`src/rtl/clkgu_pkg.sv`:
```
package clkgu_pkg;
  localparam int NUM_SRC = 3;

  typedef enum logic [1:0] {
    SRC_HS  = 2'd0,
    SRC_LS  = 2'd1,
    SRC_PLL = 2'd2
  } src_e;

  typedef enum logic [1:0] {
    PH_RUN   = 2'd0,
    PH_SLEEP = 2'd1,
    PH_WAIT  = 2'd2
  } phase_e;

  localparam logic [5:0] OFS_SEL = 6'h00;
  localparam logic [5:0] OFS_OSC = 6'h08;
  localparam logic [5:0] OFS_PLL = 6'h0C;
  localparam logic [5:0] OFS_OPT = 6'h14;
  localparam logic [5:0] OFS_KEY = 6'h24;
  localparam logic [7:0] UNLOCK_KEY = 8'h96;
endpackage

```
`src/rtl/clkgu_regs.sv`:
```
module clkgu_regs
  import clkgu_pkg::*;
#(
  parameter int ADDR_W = 6,
  parameter int DATA_W = 16,
  parameter logic [7:0] WAIT_RST = 8'h80
) (
  input  logic              clk,
  input  logic              rst,
  input  logic              wr_en,
  input  logic [ADDR_W-1:0] addr,
  input  logic [DATA_W-1:0] wr_data,
  output logic [DATA_W-1:0] rd_data,
  output logic [1:0]        sel_q,
  output logic              hs_on,
  output logic              ls_on,
  output logic              pll_on,
  output logic [7:0]        wait_val,
  output logic              fast_mode,
  output logic              unlocked
);
  logic [7:0]        key_q;
  logic [1:0]        osc_q;
  logic              pll_q;
  logic [DATA_W-1:0] opt_q;
  logic [DATA_W-1:0] rd_mux;

  assign unlocked  = (key_q == UNLOCK_KEY);
  assign hs_on     = osc_q[1];
  assign ls_on     = osc_q[0];
  assign pll_on    = pll_q;
  assign wait_val  = opt_q[15:8];
  assign fast_mode = opt_q[2];

  always_ff @(posedge clk) begin
    if (rst) begin
      key_q <= '0;
      sel_q <= SRC_HS;
      osc_q <= 2'b10;
      pll_q <= 1'b0;
      opt_q <= DATA_W'({WAIT_RST, 8'h00});
    end else if (wr_en) begin
      if (addr == ADDR_W'(OFS_KEY)) begin
        key_q <= wr_data[7:0];
      end else if (unlocked) begin
        if (addr == ADDR_W'(OFS_SEL)) sel_q <= wr_data[1:0];
        if (addr == ADDR_W'(OFS_OSC)) osc_q <= wr_data[1:0];
        if (addr == ADDR_W'(OFS_PLL)) pll_q <= wr_data[0];
        if (addr == ADDR_W'(OFS_OPT)) opt_q <= wr_data;
      end
    end
  end

  always_comb begin
    rd_mux = '0;
    if (addr == ADDR_W'(OFS_SEL)) rd_mux = DATA_W'(sel_q);
    if (addr == ADDR_W'(OFS_OSC)) rd_mux = DATA_W'(osc_q);
    if (addr == ADDR_W'(OFS_PLL)) rd_mux = DATA_W'(pll_q);
    if (addr == ADDR_W'(OFS_OPT)) rd_mux = opt_q;
    if (addr == ADDR_W'(OFS_KEY)) rd_mux = DATA_W'(key_q);
  end

  always_ff @(posedge clk) begin
    if (rst) rd_data <= '0;
    else     rd_data <= rd_mux;
  end
endmodule

```
`src/rtl/clkgu_src_model.sv`:
```
module clkgu_src_model #(
  parameter int START_CYC = 64
) (
  input  logic clk,
  input  logic rst,
  input  logic en,
  output logic ready
);
  localparam int CW = $clog2(START_CYC + 1);
  logic [CW-1:0] cnt;

  always_ff @(posedge clk) begin
    if (rst || !en) begin
      cnt   <= '0;
      ready <= 1'b0;
    end else if (cnt == CW'(START_CYC - 1)) begin
      ready <= 1'b1;
    end else begin
      cnt <= cnt + 1'b1;
    end
  end
endmodule

```
`src/rtl/clkgu_wake_timer.sv`:
```
module clkgu_wake_timer
  import clkgu_pkg::*;
#(
  parameter int DIV_SLOW = 256,
  parameter int DIV_FAST = 16,
  parameter int CNT_W    = 8
) (
  input  logic             clk,
  input  logic             rst,
  input  logic             sleep_req,
  input  logic             wake_evt,
  input  logic [CNT_W-1:0] load_val,
  input  logic             load_fast,
  output logic             sys_ready
);
  localparam int PW = $clog2(DIV_SLOW);

  phase_e         phase;
  logic [CNT_W-1:0] cnt;
  logic [PW-1:0]  pre;
  logic           fast_q;
  logic [PW-1:0]  limit;

  assign limit = fast_q ? PW'(DIV_FAST - 1) : PW'(DIV_SLOW - 1);

  always_ff @(posedge clk) begin
    if (rst) begin
      phase     <= PH_RUN;
      sys_ready <= 1'b1;
      cnt       <= '0;
      pre       <= '0;
      fast_q    <= 1'b0;
    end else begin
      case (phase)
        PH_RUN: begin
          if (sleep_req) begin
            phase     <= PH_SLEEP;
            sys_ready <= 1'b0;
          end
        end
        PH_SLEEP: begin
          if (wake_evt) begin
            if (load_val == '0) begin
              phase     <= PH_RUN;
              sys_ready <= 1'b1;
            end else begin
              phase  <= PH_WAIT;
              cnt    <= load_val;
              fast_q <= load_fast;
              pre    <= '0;
            end
          end
        end
        PH_WAIT: begin
          if (pre == limit) begin
            pre <= '0;
            cnt <= cnt - 1'b1;
            if (cnt == CNT_W'(1)) begin
              phase     <= PH_RUN;
              sys_ready <= 1'b1;
            end
          end else begin
            pre <= pre + 1'b1;
          end
        end
        default: phase <= PH_RUN;
      endcase
    end
  end
endmodule

```
`src/rtl/clk_guard_unit.sv`:
```
module clk_guard_unit
  import clkgu_pkg::*;
#(
  parameter int ADDR_W    = 6,
  parameter int DATA_W    = 16,
  parameter int HS_START  = 1024,
  parameter int LS_START  = 4096,
  parameter int PLL_START = 512,
  parameter int DIV_SLOW  = 256,
  parameter int DIV_FAST  = 16,
  parameter logic [7:0] WAIT_RST = 8'h80
) (
  input  logic              clk,
  input  logic              rst,
  input  logic              wr_en,
  input  logic [ADDR_W-1:0] addr,
  input  logic [DATA_W-1:0] wr_data,
  output logic [DATA_W-1:0] rd_data,
  input  logic              sleep_req,
  input  logic              wake_evt,
  output logic              hs_osc_en,
  output logic              ls_osc_en,
  output logic              pll_en,
  output logic [NUM_SRC-1:0] src_ready,
  output logic [1:0]        active_src,
  output logic              sys_clk_ready
);
  localparam int START_TAB [NUM_SRC] = '{HS_START, LS_START, PLL_START};

  logic [1:0]         sel_q;
  logic [7:0]         wait_val;
  logic               fast_mode;
  logic               unlocked;
  logic [NUM_SRC-1:0] en_vec;
  logic [3:0]         rdy_pad;

  clkgu_regs #(
    .ADDR_W(ADDR_W), .DATA_W(DATA_W), .WAIT_RST(WAIT_RST)
  ) u_regs (
    .clk(clk), .rst(rst), .wr_en(wr_en), .addr(addr), .wr_data(wr_data),
    .rd_data(rd_data), .sel_q(sel_q), .hs_on(hs_osc_en), .ls_on(ls_osc_en),
    .pll_on(pll_en), .wait_val(wait_val), .fast_mode(fast_mode),
    .unlocked(unlocked)
  );

  assign en_vec = {pll_en, ls_osc_en, hs_osc_en};

  for (genvar g = 0; g < NUM_SRC; g++) begin : g_src
    clkgu_src_model #(.START_CYC(START_TAB[g])) u_model (
      .clk(clk), .rst(rst), .en(en_vec[g]), .ready(src_ready[g])
    );
  end

  assign rdy_pad = {1'b0, src_ready};

  always_ff @(posedge clk) begin
    if (rst)                 active_src <= SRC_HS;
    else if (rdy_pad[sel_q]) active_src <= sel_q;
  end

  clkgu_wake_timer #(
    .DIV_SLOW(DIV_SLOW), .DIV_FAST(DIV_FAST), .CNT_W(8)
  ) u_timer (
    .clk(clk), .rst(rst), .sleep_req(sleep_req), .wake_evt(wake_evt),
    .load_val(wait_val), .load_fast(fast_mode), .sys_ready(sys_clk_ready)
  );
endmodule

```
`config.mk`:
```
export PLATFORM = sky130hd
export DESIGN_NAME = clk_guard_unit
export DESIGN_NICKNAME = d
export VERILOG_FILES = /design/src/rtl/clkgu_pkg.sv /design/src/rtl/clkgu_regs.sv /design/src/rtl/clkgu_src_model.sv /design/src/rtl/clkgu_wake_timer.sv /design/src/rtl/clk_guard_unit.sv
export SDC_FILE = /design/constraint.sdc
export NUM_CORES = 1
export LEC_CHECK = 0
export ABC_CLOCK_PERIOD_IN_PS = 2000
export BUFFER_PORTS_ARGS = -buffer_cell sky130_fd_sc_hd__buf_2
export CAP_MARGIN = 10
export CELL_PAD_IN_SITES_DETAIL_PLACEMENT = 1
export CELL_PAD_IN_SITES_GLOBAL_PLACEMENT = 2
export CORE_MARGIN = 5
export CORE_UTILIZATION = 31
export CTS_BUF_LIST = sky130_fd_sc_hd__clkbuf_16
export DETAILED_ROUTE_END_ITERATION = 6
export GPL_TIMING_DRIVEN = 1
export MAX_ROUTING_LAYER = met4
export PLACE_DENSITY = 0.7
export SYNTH_ARGS = -nofsm -noshare
export SYNTH_HDL_FRONTEND = slang
export SYNTH_HIERARCHICAL = 1
export SYNTH_SLANG_ARGS = --single-unit
```
`constraint.sdc`:
```
create_clock -name clk -period 2 [get_ports clk]
set_input_delay 0.1 -clock clk [delete_from_list [all_inputs] [get_ports clk]]
set_output_delay 0.1 -clock clk [all_outputs]
set_load 0.005 [all_outputs]
```
# Word-level counts from Yosys, hierarchy flattened
# Index checks and enable logic that the tools add are counted.
# word_totals
input_bits	27
word_cells	95
reg_bits	104
out_inout_bits	25
# classes
bitwise_logic	2
n_addsub	5
reduce_logical	22
magnitude_cmp	1
eq_ne	18
n_mux	28
# op_table
operator	n
2-to-1 mux 8 bit	8
one-hot mux 8 bit (2 select lines)	2
AND reduction 4 bit	6
2-to-1 mux 16 bit	1
2-to-1 mux 2 bit	8
adder 13 x 1 -> 13 bit, second input constant	1
== test 13 x 12 -> 1 bit, second input constant	1
== test 6 x 4 -> 1 bit, second input constant	2
adder 11 x 1 -> 11 bit, second input constant	1
== test 11 x 10 -> 1 bit, second input constant	1
adder 10 x 1 -> 10 bit, second input constant	1
== test 10 x 9 -> 1 bit, second input constant	1
adder 8 x 1 -> 8 bit, second input constant	1
== test 8 x 1 -> 1 bit, second input constant	1
== test 8 bit	1
== test 8 bit, second input constant	1
logical NOT 8 bit	1
subtractor 8 x 1 -> 8 bit, second input constant	1
== test 6 x 5 -> 1 bit, second input constant	1
== test 6 bit, second input constant	1
logical NOT 6 bit	1
2-to-1 mux 1 bit	6
!= test 2 x 1 -> 1 bit, second input constant	3
!= test 2 bit, second input constant	3
other kinds (16)	22

# Logic depth before layout (Yosys ltp)
# Gate-level depths: netlist of run 1.
# depth
ltp_word	6
depth_mapped	9
mapped_depth_nobuf	7

# Cells and area by module
# The synthesis of run 1 kept the hierarchy.
# modules_own_cells
mod	instances	cells_per_inst	seq_area_each_um2	area_per_inst_um2
clkgu_regs	1	187	900.9	1873.0
clkgu_wake_timer	1	160	400.4	1286.2
clkgu_src_model at g_src[1].u_model	1	69	280.3	649.4
clkgu_src_model at g_src[0].u_model	1	69	240.2	618.1
clkgu_src_model at g_src[2].u_model	1	57	220.2	525.5
clk_guard_unit	1	13	40.0	110.1

# Worst setup path after synthesis of run 1
# OpenSTA, ideal clock, no wires.
# synth_path
path_kind	reg-to-reg
startpoint	register u_timer.phase[0]
endpoint	register u_timer.pre[5]
n_path_buf	2
synth_period_minus_slack_ns	1.941
setup_slack_ns	0.059
path_stages_with_launch	9
arrival_time_ns	1.866
required_ns	1.926
setup_ns	0.074
cell_sequence	dfxtp_1 inv_1 ha_1 clkbuf_1 nor2b_1 nor2_1 clkbuf_1 or4_1 a31oi_1
# synth_between
elab_chain_cells	3
word_cells_on_any_way	7
classes_between	4 x eq/ne; 1 x mux; 2 x reduce/logical
# synth_lines
element	line	source
start: declaration	clkgu_wake_timer.sv:18	phase_e phase;
start signal: assignment	clkgu_wake_timer.sv:28	phase <= PH_RUN;
start signal: assignment	clkgu_wake_timer.sv:37	phase <= PH_SLEEP;
start signal: assignment	clkgu_wake_timer.sv:44	phase <= PH_RUN;
== test 2 x 1 -> 1 bit or == test 2 bit (tied branches)	clkgu_wake_timer.sv:34	case (phase)
!= test 2 bit (no source line) or nonzero test 2 bit (tied branches)	--	
AND reduction 3 bit (no source line)	--	
end signal: assignment	clkgu_wake_timer.sv:63	pre <= pre + 1'b1;
end: declaration	clkgu_wake_timer.sv:20	logic [PW-1:0] pre;
# Parallel ways exist; a longest one is shown, timed or not.
# A chain may end at the register's enable or synchronous reset.

# Final worst setup path of run 1
# layout_path
startpoint	register u_timer.pre[4]
endpoint	register u_timer.cnt[6]
# layout_between
elab_chain_cells	3
# layout_lines
element	line	source
== test 8 bit	clkgu_wake_timer.sv:55	if (pre == limit) begin
!= test 2 x 1 -> 1 bit (no source line)	--	
AND reduction 4 bit (no source line)	--	
end signal: assignment	clkgu_wake_timer.sv:48	cnt <= load_val;
end signal: assignment	clkgu_wake_timer.sv:57	cnt <= cnt - 1'b1;
end: declaration	clkgu_wake_timer.sv:19	logic [CNT_W-1:0] cnt;
# Every way passes these cells.

==> results of run 1 <==
-- worst min-delay path, cell delays in order --
cell and delay [ns]:
buf_2 0.09, nand2_1 0.07, mux2i_1 0.06
-- flip-flops by register name, indices dropped and copies added (netlist names) --
name                 cells
u_timer/fast_q           1
u_timer/sys_ready        1
u_timer/cnt              8
u_timer/pre              8
g_src.u_model/cnt       34
u_regs/pll_on            1
active_src               2
u_regs/osc_q             2
u_regs/rd_data          16
u_regs/opt_q            16
u_regs/sel_q             2
g_src.u_model/ready      3
u_timer/phase            2
u_regs/key_q             8
-- through the flow --
step	setup TNS (ns)	instance area (um2)	setup WS [ns]	hold WS [ns]
after global routing	-0.0127	5900	-0.00829	0.00347
after floorplan	0	5060	0.0595	0.169
after CTS	0	5850	0.0155	0.000960
final	0	5900	0.0841	0.0116
after global placement	0	5530	0.0745	0.355
after detailed placement	-0.00145	5530	-0.00145	0.358
-- worst max path at each step --
stage,startpoint,end,slack [ns]
after floorplan,u_timer/phase[0],u_timer/pre[5],0.06
after global placement,u_timer/pre[6],u_timer/cnt[3],0.07
after detailed placement,u_timer/pre[6],u_timer/cnt[3],-0.001
after CTS,u_timer/pre[6],u_timer/cnt[5],0.02
after global routing,u_timer/phase[1],u_timer/pre[5],-0.008
final,u_timer/pre[4],u_timer/cnt[6],0.08
-- area by class of cell --
type	instances	area (um2)
multi-input cells	401	2750
fillers	1867	10000
flip-flops and latches	104	2080
well taps	216	270
inverters	18	67.6
repair buffers	75	445
clock inverters	7	55.1
clock buffers	9	225
-- where the power goes --
group	internal, mW	switching (mW)	leakage [nW]
Sequential	2.12	0.0451	0.839
Clock	0.862	0.864	0.138
Combinational	0.303	0.480	1.31
Total	3.29	1.39	2.29
-- what timing repair did --
action / in CTS / in global routing
setup endpoints to repair: 1 / 10
hold buffers: 4 / 0
hold endpoints to repair: 4 / 0
buffers inserted: 0 / 3
gates resized for setup: 1 / 9
pin swaps: 0 / 2
-- routing by layer --
metal	track usage (%)	share of wire [%]	vias to the layer above	wire length, um
met5	-	0	-	0
met4	3.24	0.88	0	117
met3	3.21	2.4	9	314
met1	19.2	48	2106	6410
met2	24.5	49	42	6460
li1	-	-	2142	-
-- placed cells by master, fill, tap and decap left out, types with 20 or more instances in the layout --
| master | n |
|---|---|
| nand2_1 | 70 |
| dfxtp_1 | 103 |
| buf_4 | 20 |
| a21oi_1 | 23 |
| nand3_1 | 21 |
| nor2_1 | 24 |
| mux2i_1 | 41 |
| buf_2 | 51 |
| a31oi_1 | 20 |
==> flow_metrics.tcl, run 1 <==
set metrics [dict create \
    syn_area_mm2 0.00506 \
    arrival_ns 2.20 \
    rr_startpoint "u_timer/pre[4]" \
    io_buffers 51 \
    power.density_mw_per_mm2 793 \
    place_congestion 0.759 \
    cap_violations 0 \
    path_cells "or4b_1 -> o22a_2 -> o21a_4 -> a2111o_1 -> a21oi_1" \
    track_usage_pct 15.0 \
    syn_nets 592 \
    slew_violations 0 \
    dieHeight_um 138 \
    critPathBufInv 0 \
    initial_core_util_pct 31.7 \
    ctsHtreeMaxLevel 3 \
    worstPathMaxFanout 12 \
    max_freq_ghz 0.522 \
    dp.cells 807 \
    r2r_slack_ns 0.08 \
    timing.hold.worst_path_depth 3 \
    cp-end-kind "flip-flop" \
    drtIter0Drc 182 \
    grt_pass1_vias 4428 \
    status "finished, final reports clean" \
    worstRegToRegCells 5 \
    ir_worst_vdd_uv 443 \
    numCtsBuffers 9 \
    setup_viol 0 \
    clk_pin_slew_worst_paths_ns 0.07 \
    die_area_mm2 0.0190 \
    die_w_um 138 \
    first_pass_iters 4 \
    num_antenna_cells 0 \
    cp.depth 5 \
    layout.nets 647 \
    regToRegEndpoint "u_timer/cnt[6]" \
    gr-total-overflow 0 \
    min_from "wr_data[5]" \
    worstSkewPairLatency_ns 0.35 \
    crit_path_start_kind "flip-flop" \
    core_area_mm2 0.0159 \
    grt_pass1_wl_um 22200 \
    tritoncts "yes" \
    via_per_inst 5.18 \
    path_class "reg2reg" \
    clock_sinks 104 \
    cts_buffer_depth 2 \
    fin_util_pct 37.0 \
    syn_inst 554 \
    drive_above_1_share_pct 20.4 \
    worstHoldEndpoint "u_regs/opt_q[5]" \
    hold_viol 0 \
    crit_family "compound AO/OA/AOI/OAI gates" \
    wl_per_cell_um 16.0 \
    drtAntennaViolNets 0 \
    grt_max_degree 38 \
    hp-class "in2reg" \
    power.leakage_nw 2.29 \
    cp.required_ns 2.29 \
    cpPeakStageDelay_ns 0.52 \
    final_cells 830 \
    placementRows 46 \
    syn_area_per_cell_um2 9.13 \
    finalPower_mw 4.68 \
    cts_root_buffer "clkbuf_16" \
    drt_wl_total_um 13300 \
    io_pins 52 \
    synth_warnings 6 \
    dp_hpwl_um 9670 \
    crit_slowest_cell "or4b_1" \
    finalCritPeriodShare_pct 95.8 \
    clock_skew_ns 0.00953 \
    vias 4299 \
    fin_crit_ns 1.92 \
    worstMarginPinSlew_ns 0.644 \
    antenna_found_initial 0 \
    drc_errors 0 \
    slew_headroom_pct 57.0 \
    syn2layout_area_growth_pct 16.7 \
]
(Power assumes the default switching activity.)
==> run 2: changes to the inputs <==
--- a/config.mk
+++ b/config.mk
@@ -5,7 +5,7 @@
 export SDC_FILE = /design/constraint.sdc
 export NUM_CORES = 1
 export LEC_CHECK = 0
-export ABC_CLOCK_PERIOD_IN_PS = 2000
+export ABC_CLOCK_PERIOD_IN_PS = 2350
 export BUFFER_PORTS_ARGS = -buffer_cell sky130_fd_sc_hd__buf_2
 export CAP_MARGIN = 10
 export CELL_PAD_IN_SITES_DETAIL_PLACEMENT = 1
@@ -16,7 +16,7 @@
 export DETAILED_ROUTE_END_ITERATION = 6
 export GPL_TIMING_DRIVEN = 1
 export MAX_ROUTING_LAYER = met4
-export PLACE_DENSITY = 0.7
+export PLACE_DENSITY = 0.67
 export SYNTH_ARGS = -nofsm -noshare
 export SYNTH_HDL_FRONTEND = slang
 export SYNTH_HIERARCHICAL = 1
==> constraint.sdc (replaced) <==
create_clock -name clk -period 2.35 [get_ports clk]
set_input_delay 0.1175 -clock clk [delete_from_list [all_inputs] [get_ports clk]]
set_output_delay 0.1175 -clock clk [all_outputs]
set_load 0.005 [all_outputs]
==> flow_metrics.tcl, run 2 (same netlist as run 1, synthesis figures left out) <==
set metrics [dict create \
    drtIter0Drc 125 \
    num_antenna_cells 0 \
    setup_viol 0 \
    finalSetupTns_ns 0 \
    cts_root_buffer "clkbuf_16" \
    ir_worst_vdd_uv 373 \
    slew_headroom_pct 42.2 \
    top_register "g_src.u_model/cnt" \
    io_buffers 51 \
    holdWs_ns 0.0238 \
    final_cells 818 \
    vias 4215 \
    post_cts_buffers 0 \
    dp.cells 799 \
    grt_pass1_vias 4430 \
    clock_sinks 104 \
    gr-total-overflow 0 \
    initial_core_util_pct 31.7 \
    dp_hpwl_um 9810 \
    fin_util_pct 36.3 \
    worstSkewPairLatency_ns 0.36 \
    largest_reg_flops 34 \
    clk_pin_slew_worst_paths_ns 0.08 \
    drc_errors 0 \
    slew_violations 0 \
    ctsHtreeMaxLevel 3 \
    worstPathMaxFanout 11 \
    fin_crit_ns 2.06 \
    place_congestion 0.769 \
    fill_cells 1885 \
    power.leakage_nw 2.23 \
    finalPower_mw 3.97 \
    via_per_inst 5.15 \
    cp.required_ns 2.64 \
    syn2layout_area_growth_pct 14.5 \
    hp-class "in2reg" \
    layout.nets 635 \
    drtAntennaViolNets 0 \
    power.density_mw_per_mm2 686 \
    die_w_um 138 \
    final_cell_mix "104 x dfxtp_1, 71 x nand2_1, 51 x buf_2" \
    ctsResizeCount 0 \
    crit_path_start_kind "flip-flop" \
    worstMarginPinSlew_ns 0.859 \
    die_area_mm2 0.0190 \
    wl_per_cell_um 16.2 \
    largestRegisters "g_src.u_model/cnt: 34 flops, u_regs/opt_q: 16 flops, u_regs/rd_data: 16 flops" \
    placementRows 46 \
    drive_above_1_share_pct 17.8 \
    drt_wl_total_um 13300 \
    io_pins 52 \
    antenna_found_initial 0 \
    clock_skew_ns 0.00567 \
    cp-end-kind "flip-flop" \
    tritoncts "yes" \
    grt_max_degree 46 \
    cap_violations 0 \
    max_freq_ghz 0.486 \
    finalCritPeriodShare_pct 87.6 \
    status "finished, final reports clean" \
    hold_viol 0 \
    mostFrequentLayoutCell "dfxtp_1" \
    track_usage_pct 15.1 \
    arrival_ns 2.34 \
    numCtsBuffers 9 \
    dieHeight_um 138 \
    path_class "reg2reg" \
    grt_pass1_wl_um 22300 \
    cts_buffer_depth 2 \
    core_area_mm2 0.0159 \
    first_pass_iters 4 \
    rsz0062_at_grt "no" \
    cts.hold.buffers_added 3 \
]
run 2: changes by cell type in the layout (fill, tap and decap cells not counted), moves of 2 or more:
cell,before,now
buf_4,20,9
clkinv_2,2,0
o311ai_0,0,3
o311ai_1,3,0
run 2: power breakdown:
part	switching (mW)	total, mW	leakage, nW	internal (mW)
Sequential	0.0351	1.84	0.839	1.81
Clock	0.750	1.50	0.146	0.745
Combinational	0.401	0.635	1.25	0.234
Total	1.19	3.97	2.23	2.79
run 2: final timing paths:
kind,slack (ns),to,start,cells after the start
max,0.29,u_timer/pre[5],u_timer/phase[1],8
min,0.02,u_regs/opt_q[10],wr_data[10],3
max reg2reg,0.29,u_timer/pre[5],u_timer/phase[1],8
min reg2reg,0.46,g_src[0].u_model/cnt[10],g_src[0].u_model/cnt[10],2
run 2: per-layer routing:
metal | vias to the layer above | track usage [%] | share of wire, %
li1 | 2116 | - | -
met1 | 2046 | 19.5 | 49
met2 | 45 | 24.0 | 47
met3 | 8 | 4.02 | 2.6
met4 | 0 | 2.96 | 0.60
met5 | - | - | 0
run 2: critical path, cell delays in order, from the launching register on:
cell and delay [ns]:
dfxtp_1 0.34, inv_1 0.10, ha_1 0.19, nand2_1 0.06, a21oi_1 0.34, nor2_1 0.13, buf_4 0.19, or4_1 0.46
a31oi_1 0.17
run 2: cell type report:
cell class | instances | area (um2) | share of cell area [%]
sequential | 104 | 2080 | 36.0
clock inverter | 7 | 61.3 | 1.06
tap | 216 | 270 | 4.67
multi-input combinational | 401 | 2730 | 47.2
clock buffer | 9 | 225 | 3.89
timing repair buffer | 63 | 353 | 6.09
inverter | 18 | 67.6 | 1.17
run 2: metrics by stage:
step / area, um2 / setup WS [ns]
after floorplan: 5060 / 0.409
after global placement: 5470 / 0.350
after detailed placement: 5470 / 0.302
after CTS: 5790 / 0.275
after global routing: 5790 / 0.108
final: 5790 / 0.291
